**src/rtl/stby_pkg.sv**
```systemverilog
package stby_pkg;

    typedef enum logic [1:0] {
        ST_RUN     = 2'd0,
        ST_DRAIN   = 2'd1,
        ST_STANDBY = 2'd2,
        ST_WAKE    = 2'd3
    } stby_state_e;

    typedef enum logic {
        MODE_WFI = 1'b0,
        MODE_WFE = 1'b1
    } lp_mode_e;

    typedef struct packed {
        stby_state_e state;
        lp_mode_e    mode;
        logic        clk_en;
        logic        done;
    } seq_regs_t;

    typedef struct packed {
        logic pend;
        logic bcast;
    } evt_regs_t;

endpackage

```
**src/rtl/stby_wake_qual.sv**
```systemverilog
module stby_wake_qual #(
    parameter int IRQ_W = 2
) (
    input  logic [IRQ_W-1:0] irq_i,
    input  logic             fiq_i,
    input  logic             async_abort_i,
    input  logic             dbg_req_i,
    input  logic             dbg_invasive_i,
    input  logic             dbg_permit_i,
    output logic             intr_wake_o
);

    logic dbg_ok;
    logic exc_any;

    always_comb begin
        // Mask bits are deliberately absent: raw lines qualify directly.
        exc_any     = (|irq_i) | fiq_i | async_abort_i;
        dbg_ok      = dbg_req_i & dbg_invasive_i & dbg_permit_i;
        intr_wake_o = exc_any | dbg_ok;
    end

endmodule

```
**src/rtl/stby_evt_latch.sv**
```systemverilog
module stby_evt_latch
    import stby_pkg::*;
#(
    parameter int PEER_W = 3
) (
    input  logic              clk,
    input  logic              rst_n,
    input  logic [PEER_W-1:0] peer_evt_i,
    input  logic              tmr_evt_i,
    input  logic              sev_i,
    input  logic              sevl_i,
    input  logic              consume_i,
    output logic              pend_o,
    output logic              bcast_o
);

    evt_regs_t evt_d, evt_q;
    logic      set_any;

    always_comb begin
        evt_d   = evt_q;
        set_any = (|peer_evt_i) | tmr_evt_i | sev_i | sevl_i;
        // A new event in the consuming cycle is kept (set wins).
        evt_d.pend  = set_any | (evt_q.pend & ~consume_i);
        evt_d.bcast = sev_i;
    end

    always_ff @(posedge clk or negedge rst_n) begin
        if (!rst_n) begin
            evt_q <= '0;
        end else begin
            evt_q <= evt_d;
        end
    end

    assign pend_o  = evt_q.pend;
    assign bcast_o = evt_q.bcast;

    assert_bcast_pulse_R10: assert property (@(posedge clk) disable iff (!rst_n)
        sev_i |=> (bcast_o && pend_o));

    assert_local_only_R11: assert property (@(posedge clk) disable iff (!rst_n)
        (sevl_i && !sev_i) |=> (pend_o && !bcast_o));

endmodule

```
**src/rtl/stby_seq.sv**
```systemverilog
module stby_seq
    import stby_pkg::*;
#(
    parameter int CNT_W = 4
) (
    input  logic             clk,
    input  logic             rst_n,
    input  logic             wfi_req_i,
    input  logic             wfe_req_i,
    input  logic [CNT_W-1:0] mem_pending_i,
    input  logic             intr_wake_i,
    input  logic             evt_pend_i,
    output logic             consume_o,
    output logic             clk_en_o,
    output logic             done_o
);

    localparam logic [CNT_W-1:0] MEM_IDLE = '0;

    seq_regs_t seq_d, seq_q;
    logic      wake_sel;
    logic      drained;

    always_comb begin
        seq_d     = seq_q;
        consume_o = 1'b0;
        drained   = (mem_pending_i == MEM_IDLE);
        wake_sel  = intr_wake_i | ((seq_q.mode == MODE_WFE) & evt_pend_i);
        seq_d.done = 1'b0;

        unique case (seq_q.state)
            ST_RUN: begin
                if (wfi_req_i) begin
                    seq_d.state = ST_DRAIN;
                    seq_d.mode  = MODE_WFI;
                end else if (wfe_req_i) begin
                    if (evt_pend_i) begin
                        consume_o  = 1'b1;
                        seq_d.done = 1'b1;
                    end else begin
                        seq_d.state = ST_DRAIN;
                        seq_d.mode  = MODE_WFE;
                    end
                end
            end
            ST_DRAIN: begin
                if (wake_sel) begin
                    seq_d.state = ST_WAKE;
                    consume_o   = (seq_q.mode == MODE_WFE) & evt_pend_i;
                end else if (drained) begin
                    seq_d.state = ST_STANDBY;
                end
            end
            ST_STANDBY: begin
                if (wake_sel) begin
                    seq_d.state = ST_WAKE;
                    consume_o   = (seq_q.mode == MODE_WFE) & evt_pend_i;
                end
            end
            ST_WAKE: begin
                seq_d.state = ST_RUN;
            end
            default: begin
                seq_d.state = ST_RUN;
            end
        endcase

        seq_d.clk_en = (seq_d.state != ST_STANDBY);
        if (seq_d.state == ST_WAKE) begin
            seq_d.done = 1'b1;
        end
    end

    always_ff @(posedge clk or negedge rst_n) begin
        if (!rst_n) begin
            seq_q.state  <= ST_RUN;
            seq_q.mode   <= MODE_WFI;
            seq_q.clk_en <= 1'b1;
            seq_q.done   <= 1'b0;
        end else begin
            seq_q <= seq_d;
        end
    end

    assign clk_en_o = seq_q.clk_en;
    assign done_o   = seq_q.done;

    assert_hold_while_busy_R2: assert property (@(posedge clk) disable iff (!rst_n)
        (seq_q.state == ST_DRAIN && mem_pending_i != MEM_IDLE) |=> clk_en_o);

    assert_wake_standby_R3: assert property (@(posedge clk) disable iff (!rst_n)
        (seq_q.state == ST_STANDBY && intr_wake_i) |=> (clk_en_o && done_o));

    assert_wake_one_cycle_R5: assert property (@(posedge clk) disable iff (!rst_n)
        (seq_q.state == ST_WAKE) |=> (seq_q.state == ST_RUN && !done_o));

    assert_no_memory_R6: assert property (@(posedge clk) disable iff (!rst_n)
        (seq_q.state == ST_STANDBY && seq_q.mode == MODE_WFI && !intr_wake_i)
        |=> (seq_q.state == ST_STANDBY && !clk_en_o));

    assert_drain_abort_R7: assert property (@(posedge clk) disable iff (!rst_n)
        (seq_q.state == ST_DRAIN && intr_wake_i) |=> (clk_en_o && done_o));

    assert_fast_wfe_R8: assert property (@(posedge clk) disable iff (!rst_n)
        (seq_q.state == ST_RUN && wfe_req_i && !wfi_req_i && evt_pend_i)
        |=> (done_o && seq_q.state == ST_RUN && clk_en_o));

    assert_busy_ignores_R12: assert property (@(posedge clk) disable iff (!rst_n)
        (seq_q.state == ST_STANDBY) |=> (seq_q.state != ST_DRAIN));

endmodule

```
**src/rtl/core_standby_ctrl.sv**
```systemverilog
module core_standby_ctrl
    import stby_pkg::*;
#(
    parameter int CNT_W  = 4,
    parameter int IRQ_W  = 2,
    parameter int PEER_W = 3
) (
    input  logic              clk,
    input  logic              rst_n,
    input  logic              wfi_req_i,
    input  logic              wfe_req_i,
    input  logic              sev_req_i,
    input  logic              sevl_req_i,
    input  logic [CNT_W-1:0]  mem_pending_i,
    input  logic [IRQ_W-1:0]  irq_i,
    input  logic              fiq_i,
    input  logic              async_abort_i,
    input  logic              dbg_req_i,
    input  logic              dbg_invasive_i,
    input  logic              dbg_permit_i,
    input  logic [PEER_W-1:0] peer_evt_i,
    input  logic              tmr_evt_i,
    output logic              evt_bcast_o,
    output logic              core_clk_en_o,
    output logic              lp_done_o
);

    logic intr_wake;
    logic evt_pend;
    logic consume;

    stby_wake_qual #(.IRQ_W(IRQ_W)) u_qual (
        .irq_i          (irq_i),
        .fiq_i          (fiq_i),
        .async_abort_i  (async_abort_i),
        .dbg_req_i      (dbg_req_i),
        .dbg_invasive_i (dbg_invasive_i),
        .dbg_permit_i   (dbg_permit_i),
        .intr_wake_o    (intr_wake)
    );

    stby_evt_latch #(.PEER_W(PEER_W)) u_evt (
        .clk        (clk),
        .rst_n      (rst_n),
        .peer_evt_i (peer_evt_i),
        .tmr_evt_i  (tmr_evt_i),
        .sev_i      (sev_req_i),
        .sevl_i     (sevl_req_i),
        .consume_i  (consume),
        .pend_o     (evt_pend),
        .bcast_o    (evt_bcast_o)
    );

    stby_seq #(.CNT_W(CNT_W)) u_seq (
        .clk           (clk),
        .rst_n         (rst_n),
        .wfi_req_i     (wfi_req_i),
        .wfe_req_i     (wfe_req_i),
        .mem_pending_i (mem_pending_i),
        .intr_wake_i   (intr_wake),
        .evt_pend_i    (evt_pend),
        .consume_o     (consume),
        .clk_en_o      (core_clk_en_o),
        .done_o        (lp_done_o)
    );

    assert_gate_drained_R2: assert property (@(posedge clk) disable iff (!rst_n)
        $fell(core_clk_en_o) |-> ($past(mem_pending_i) == '0));

    assert_dbg_needs_both_R4: assert property (@(posedge clk) disable iff (!rst_n)
        (!core_clk_en_o && irq_i == '0 && !fiq_i && !async_abort_i && !evt_pend
         && peer_evt_i == '0 && !tmr_evt_i && !sev_req_i && !sevl_req_i
         && !(dbg_req_i && dbg_invasive_i && dbg_permit_i))
        |=> !core_clk_en_o);

endmodule

```
**config.mk**
```make
export PLATFORM = sky130hd
export DESIGN_NAME = core_standby_ctrl
export DESIGN_NICKNAME = d
export VERILOG_FILES = /design/src/rtl/stby_pkg.sv /design/src/rtl/stby_wake_qual.sv /design/src/rtl/stby_evt_latch.sv /design/src/rtl/stby_seq.sv /design/src/rtl/core_standby_ctrl.sv
export SDC_FILE = /design/constraint.sdc
export NUM_CORES = 1
export LEC_CHECK = 0
export CAP_MARGIN = 10
export CELL_PAD_IN_SITES_DETAIL_PLACEMENT = 1
export CELL_PAD_IN_SITES_GLOBAL_PLACEMENT = 1
export CORE_MARGIN = 8
export CORE_UTILIZATION = 27
export CTS_CLUSTER_DIAMETER = 60
export DETAILED_ROUTE_END_ITERATION = 6
export PLACE_DENSITY = 0.74
export SYNTH_ARGS = -nofsm -noshare
export SYNTH_HDL_FRONTEND = slang
export SYNTH_SLANG_ARGS = --single-unit
```
**constraint.sdc**
```tcl
create_clock -name clk -period 1.6 [get_ports clk]
set_input_delay 0.32 -clock clk [delete_from_list [all_inputs] [get_ports clk]]
set_output_delay 0.32 -clock clk [all_outputs]
set_load 0.02 [all_outputs]
```
# --- Word-level counts from Yosys, hierarchy flattened ---
# Index checks and enable logic that the tools add are counted.
op_classes:
  n_addsub: 0
  multipliers: 0
  div_mod_pow: 0
  magnitude_cmp: 0
  n_eq_ne: 6
  shift: 0
  n_mux: 14
  bitwise: 13
  n_reduce_logical: 7
op_table:
  columns: ["cell", "count"]
  rows:
  - ["$mux W3", 3]
  - ["$or A1 B1 Y1", 8]
  - ["$pmux W2 S4", 1]
  - ["$eq A2 B2 Y1 const B", 3]
  - ["$mux W1", 6]
  - ["$mux W2", 3]
  - ["$and A1 B1 Y1", 4]
  - ["$logic_not A4 Y1", 1]
  - ["$ne A2 B2 Y1 const B", 2]
  - ["$reduce_or A2 Y1", 2]
  - ["$reduce_and A3 Y1", 1]
  - ["$reduce_or A3 Y1", 1]
  - ["$eq A2 B1 Y1 const B", 1]
  - ["$logic_not A2 Y1", 1]
  - ["$pmux W1 S2", 1]
  - ["$reduce_bool A2 Y1", 1]
  - ["$not A1 Y1", 1]
word_totals:
  regBits: 7
  latchBits: 0
  mem_bits_rw: 0
  romBits: 0
  in_bits: 21
  output_inout_bits: 3
  word_cells: 46
  mem_count: 0

# --- Depth between registers and ports, before layout ---
# Gate-level depths: netlist of the first run.
logic_depth:
  ltp_word: 10
  depth_mapped: 6

# --- By module ---
# A second synthesis of the first run with hierarchy kept.
hier_totals:
  hier_cells: 43
  hier_area_um2: 449.2
modules_own_cells:
  columns: ["mod", "n_inst", "cells_per_inst", "area_per_inst_um2", "seq_area_each_um2"]
  rows:
  - ["stby_seq", 1, 34, 350.3, 126.4]
  - ["stby_evt_latch", 1, 6, 77.6, 50.0]
  - ["stby_wake_qual", 1, 3, 21.3, 0.0]

# --- Worst setup path before layout of the first run ---
# OpenSTA, ideal clock, no wires.
synth_timing:
  path_type: "register to register"
  from: "register u_seq.seq_q[3] (netlist name)"
  to: "register u_seq.seq_q (netlist bit u_seq.done_o)"
  setup_time_ns: 0.076
  arrival_time_ns: 1.358
  required_time_ns: 1.524
  setup_slack_ns: 0.166
  stages_incl_launch_ff: 7
  cell_sequence: "dfrtp_1 > inv_2 > ha_1 > nand3b_1 > o31ai_2 > a21bo_1 > o21ai_1"
synth_rtl:
  columns: ["item", "line_no", "source"]
  rows:
  - ["from (decl)", "stby_seq.sv:20", "seq_regs_t seq_d, seq_q;"]
  - ["from (signal assigned)", "stby_seq.sv:81", "seq_q <= seq_d;"]

==> results of run 1 <==
-- final timing paths --
check	startpoint	end	slack (ns)	depth (start not counted)
hold reg to reg	u_seq.seq_q[2]	u_seq.seq_q[2]	0.59	2
hold / removal	rst_n	u_evt.bcast_o	0.32	1
min in group clk	sev_req_i	u_evt.bcast_o	0.52	1
setup reg to reg	u_seq.seq_q[3]	u_seq.done_o	0.05	7
max in group asynchronous	rst_n	u_seq.clk_en_o	0.98	1
setup / recovery	u_seq.seq_q[3]	u_seq.done_o	0.05	7
-- cell type report --
cell class,count,area [µm²],share of cell area (%)
clock buffer,4,26.3,3.18
inverter,2,7.51,0.909
multi-input combinational,37,298,36.1
sequential,7,176,21.4
tap,17,21.3,2.58
timing repair buffer,32,297,35.9
-- kinds of logic after synthesis --
kind of cell	Yosys count
AOI/OAI and AO/OA	16
adders and majority gates	4
buffers and inverters	2
DFF	7
and+or+nand+nor	17
-- report_power, final --
part	internal, mW	total (mW)	leakage (nW)	switching [mW]
clock	0.0955	0.166	0.0150	0.0702
combinational	0.392	0.713	0.231	0.321
sequential	0.239	0.269	0.0816	0.0293
-- Yosys cell counts (2+ instances only) --
| library cell | instances |
|---|---|
| a21oi_1 | 3 |
| a32oi_1 | 2 |
| dfrtp_1 | 6 |
| ha_1 | 4 |
| nand3_1 | 3 |
| nor2_1 | 2 |
| nor2b_1 | 2 |
| nor3_1 | 2 |
| nor4_1 | 2 |
| o21ai_0 | 2 |
| o21ai_1 | 3 |
-- worst max-delay path: cells and delay by family, from the launching register on --
kind | cells | cell delay (ns)
buffers and inverters | 2 | 0.23
adders and majority gates | 1 | 0.26
DFF | 1 | 0.37
AOI/OAI and AO/OA | 4 | 0.57
-- metrics by stage --
| step | util, % | area [µm²] | power, mW | cells | setup TNS [ns] |
|---|---|---|---|---|---|
| floorplan | - | 462 | 0.601 | 46 | 0 |
| global placement | 46.3 | 773 | 0.907 | 94 | -0.162 |
| detailed placement | 46.3 | 773 | 0.920 | 94 | -0.200 |
| CTS | 47.8 | 798 | 1.09 | 98 | 0 |
| global route | 49.4 | 826 | 1.26 | 99 | -0.0354 |
| finish | 49.4 | 826 | 1.15 | 99 | 0 |
-- repair_timing --
action / in CTS / in global routing
pin swaps: 0 / 1
resized for setup: 1 / 3
setup buffers: 0 / 1
endpoints found under the setup margin: 1 / 2
-- state kept, by name, summed over array words and instances (netlist names) --
register and cells:
u_evt.bcast_o 1, u_evt.pend_o 1, u_seq.clk_en_o 1, u_seq.done_o 1
u_seq.seq_q 3
-- metal layers --
metal	share of wire [%]	wire, µm
met5	0	0
met4	0.91	14
met3	5.6	87
met2	52	804
met1	41	637
==> run_results.csv, run 1 <==
group,metric,value,unit
status,run_status,"completed",
floorplanning,rows,15,
placed_design,dp_slack,-0.0933,ns
setup_path,critPathRequiredTime,1.74,ns
route,firstDrtPassIters,2,
setup_path,path_cells,"inv_2 -> ha_1 -> o21bai_2 -> o31ai_2 -> buf_4 -> a32oi_2 -> o21ai_1",
floorplanning,die_h,57.4,µm
timing,setup_viol,0,
route,drt_iter0_markers,5,
logic_synthesis,synthesis.nets,71,
cts,clk_latency,0.26,ns
timing,final-hold-violation-count,0,
logic_synthesis,yosys_warnings,0,
cts,clock-sinks,7,
timing,whs,0.317,ns
logic_synthesis,synth_top_family_by_area,"compound AO/OA/AOI/OAI gates",
logic_synthesis,synth_area_leaders,"dfrtp_1 (33%), ha_1 (11%), dfstp_2 (5.7%), nor4_4 (4.6%), a32oi_1 (3.8%)",
floorplanning,initial_core_util,27.6,%
cts,cts_made_buffers,3,
logic_synthesis,synthArstFlopShare,100,%
floorplanning,coreArea,1670,µm²
logic_synthesis,synth_compound_area_share,25.2,%
logic_synthesis,yosys.area_share.adder,10.8,%
cts,h-tree-depth,1,
global_route,grt_util_met2,16.4,%
route,routed-via-count,496,
logic_synthesis,ys_types,26,
cells_and_area,syn_to_final_growth,78.9,%
global_route,grt_use_met3,4.71,%
logic_synthesis,syn_inst,46,
job,cap_violations,0,
logic_synthesis,synthMuxAreaShare,0,%
global_route,grt_pass1_wl,2470,µm
placed_design,numPortBuffers,23,
timing,slew_violations,0,
cells_and_area,final_cell_mix,"clkdlybuf4s50_1 (22), buf_4 (9), dfrtp_1 (6)",
cts,cts_tree,"yes",
setup_path,cp-end-kind,"register",
setup_path,cp_slowest_cell,"dfrtp_1",
timing,period_needed,1.55,ns
global_route,grtUsageTotal,9.76,%
route,routed_via_density,5.01,
cts,cts.hold.buffers_added,0,
timing,relSlewSlack,78.3,%
cells_and_area,final_common_cell,"clkdlybuf4s50_1",
logic_synthesis,syn_area_per_cell,10.0,µm²
cts,clk_pin_slew,0.06,ns
route,wl,1540,µm
global_route,grt-ovfl-total,0,
pwr,p_leak,0.328,nW
pwr,irDropWorstVdd,0.000810,V
floorplanning,pin_count,24,
global_route,grt_pass1_vias,503,
logic_synthesis,synth_edf_count,0,
timing,skew,0.0112,ns
worst_hold_path,min_path_type,"in -> async",
cells_and_area,diodes,0,
cells_and_area,fillers,191,
pwr,powerDensity,1390,nW/µm²
timing,worstMarginPinSlew,0.324,ns
cts,clockBufferDepth,2,
global_route,top_usage_layer,"met2",
logic_synthesis,synth_top_area_share,32.5,%
logic_synthesis,synth_ff_type,"dfrtp_1",
cells_and_area,nets,108,
route,routedWlPerCell,15.6,µm
route,ant_nets,0,
global_route,grt_max_degree,8,
floorplanning,die_w,57.4,µm
timing,clock.fmax,647,MHz
logic_synthesis,yosys.area_share.simple,24.1,%
setup_path,crit_path_max_fanout,4,
global_route,antenna_found_initial,0,
global_route,use_met1,10.0,%
placed_design,hpwl,1250,µm
setup_path,start_kind,"register",
cells_and_area,layout-drive-gt1-share,24.4,%
timing,timing.final.ws_setup,0.0535,ns
logic_synthesis,ys_ff_latch,7,
setup_path,cpPeakStageDelay,0.37,ns
route,route.detailed.drc,0,
floorplanning,die_area,3290,µm²
logic_synthesis,synthXorXnorAreaFrac,0,%
timing,finalCritPeriodShare,96.7,%
logic_synthesis,seq_area_frac_synth,38.2,%
setup_path,arrival,1.69,ns
cts,root_buffer,"clkbuf_4",
placed_design,gp_congestion,0.752,
logic_synthesis,syn_area,462,µm²
setup_path,path_class,"reg -> reg",
logic_synthesis,yosys.area.top_type,"dfrtp_1",
Power figures use the tool's default switching activity.
==> run 2: changes to the inputs <==
--- a/config.mk
+++ b/config.mk
@@ -12,6 +12,7 @@
 export CORE_UTILIZATION = 27
 export CTS_CLUSTER_DIAMETER = 60
 export DETAILED_ROUTE_END_ITERATION = 6
+export GPL_TIMING_DRIVEN = 0
 export PLACE_DENSITY = 0.74
 export SYNTH_ARGS = -nofsm -noshare
 export SYNTH_HDL_FRONTEND = slang
==> run 2 against run 1 <==
Via count shrank 4.8%; clock power shrank 5%; fmax grew 3.9%; sequential power grew 7.4%; routed wire length shrank 4.9%; clock skew shrank 0.0069 ns; setup slack gained 0.058 ns; critical path type is now reg -> out.
==> run_results.csv, run 2 (same netlist as run 1, synthesis figures left out) <==
group,metric,value,unit
global_route,grtUsageTotal,9.54,%
route,route.detailed.drc,0,
placed_design,numPortBuffers,23,
cells_and_area,largest_register_ffs,3,
setup_path,critPathRequiredTime,1.28,ns
timing,skew,0.00429,ns
cts,cts_tree,"yes",
cells_and_area,final_cell_mix,"clkdlybuf4s50_1 (22), dfrtp_1 (5)",
placed_design,hpwl,1220,µm
cells_and_area,regMostFlops,"u_seq.seq_q",
cts,h-tree-depth,1,
cells_and_area,diodes,0,
timing,worstMarginPinSlew,0.372,ns
cells_and_area,syn_to_final_growth,66.1,%
timing,fin_setup_tns,0,ns
timing,final-hold-violation-count,0,
setup_path,cpPeakStageDelay,0.60,ns
cells_and_area,nets,100,
setup_path,crit_path_max_fanout,1,
cts,clk_latency,0.25,ns
route,routed-via-count,472,
floorplanning,coreArea,1670,µm²
global_route,grt_pass1_vias,511,
pwr,finalPower,1.02,mW
setup_path,arrival,1.17,ns
floorplanning,die_h,57.4,µm
setup_path,start_kind,"register",
placed_design,placed_cells,86,
setup_path,cp_slowest_cell,"clkdlybuf4s50_1",
setup_path,cp-end-kind,"output pin",
timing,slew_violations,0,
cells_and_area,layout-drive-gt1-share,17.6,%
route,firstDrtPassIters,2,
timing,clock.fmax,672,MHz
floorplanning,pin_count,24,
setup_path,r2r_slack,0.13,ns
cells_and_area,stdcell_count,91,
cts,cts.hold.buffers_added,0,
route,routedWlPerCell,16.1,µm
timing,finalCritPeriodShare,93.0,%
cts,root_buffer,"clkbuf_4",
worst_hold_path,min_path_type,"in -> async",
pwr,irDropWorstVdd,0.000846,V
floorplanning,rows,15,
pwr,p_leak,0.287,nW
placed_design,dp_slack,-0.0830,ns
setup_path,crit_family,"buffers and inverters",
timing,period_needed,1.49,ns
cts,cts_made_buffers,3,
placed_design,gp_congestion,0.782,
route,ant_nets,0,
route,drt_iter0_markers,6,
floorplanning,initial_core_util,27.6,%
route,routed-wl-met3,78,µm
status,run_status,"completed",
timing,relSlewSlack,75.0,%
floorplanning,die_w,57.4,µm
global_route,grt_pass1_wl,2420,µm
route,wl,1470,µm
cts,clock-sinks,7,
global_route,grt_max_degree,8,
setup_path,path_class,"reg -> out",
setup_path,critPathBufInv,1,
timing,setup_viol,0,
setup_path,path_cells,"clkdlybuf4s50_1",
route,drt-met1-wl,610,µm
route,routed.top_layer,"met3",
cells_and_area,final_common_cell,"clkdlybuf4s50_1",
route,routed_via_density,5.19,
cts,clockBufferDepth,2,
pwr,powerDensity,1330,nW/µm²
job,cap_violations,0,
global_route,grt-ovfl-total,0,
global_route,antenna_found_initial,0,
timing,timing.final.ws_setup,0.111,ns
floorplanning,die_area,3290,µm²
timing,rsz0062_at_grt,"no",
route,dr_wl_met2,779,µm
cts,clk_pin_slew,0.05,ns
cells_and_area,fillers,202,
timing,whs,0.328,ns
run 2: layout make-up:
class / instances / area, µm² / area share [%]
Multi-Input combinational cell: 37 / 298 / 38.8
Timing Repair Buffer: 24 / 236 / 30.8
Sequential cell: 7 / 178 / 23.2
Clock buffer: 4 / 26.3 / 3.43
Tap cell: 17 / 21.3 / 2.77
Inverter: 2 / 7.51 / 0.979
run 2: timing repair:
action | 4_1_cts | 5_1_grt
hold endpoints to repair | 0 | 0
gates cloned | 0 | 0
setup endpoints to repair | 2 | 3
setup buffers | 0 | 1
resized for setup | 2 | 4
run 2: final timing paths:
| path | depth (start not counted) | from | end |
|---|---|---|---|
| worst max-delay path | 1 | u_evt.bcast_o | evt_bcast_o |
| worst min-delay path | 1 | rst_n | u_evt.pend_o |
| worst max register to register | 6 | u_seq.seq_q[4] | u_seq.done_o |
| worst min register to register | 2 | u_seq.seq_q[2] | u_seq.seq_q[2] |
| max in group asynchronous | 1 | rst_n | u_seq.clk_en_o |
| min in group clk | 1 | sev_req_i | u_evt.bcast_o |
run 2: metal layers:
| metal | up-vias | track usage (%) |
|---|---|---|
| li1 | 232 | - |
| met1 | 224 | 9.54 |
| met2 | 16 | 17.2 |
| met3 | 0 | 4.04 |
| met4 | 0 | 3.21 |
| met5 | - | 0 |
run 2: through the flow:
step	cell area, µm²	util, %
global route	767	45.9
global placement	713	42.7
floorplan	462	-
CTS	741	44.3
detailed placement	713	42.7
finish	767	45.9
run 2: report_power, final:
| group | internal (mW) | switching (mW) | total [mW] |
|---|---|---|---|
| combinational | 0.298 | 0.277 | 0.575 |
| sequential | 0.242 | 0.0474 | 0.289 |
| clock | 0.0950 | 0.0624 | 0.157 |
| total | 0.635 | 0.387 | 1.02 |
==> run 3: changes to the inputs <==
--- a/config.mk
+++ b/config.mk
@@ -5,6 +5,7 @@
 export SDC_FILE = /design/constraint.sdc
 export NUM_CORES = 1
 export LEC_CHECK = 0
+export ABC_CLOCK_PERIOD_IN_PS = 1600
 export CAP_MARGIN = 10
 export CELL_PAD_IN_SITES_DETAIL_PLACEMENT = 1
 export CELL_PAD_IN_SITES_GLOBAL_PLACEMENT = 1
==> results of run 3 <==
Final layout, timing and power as in run 2 (identical DEF).
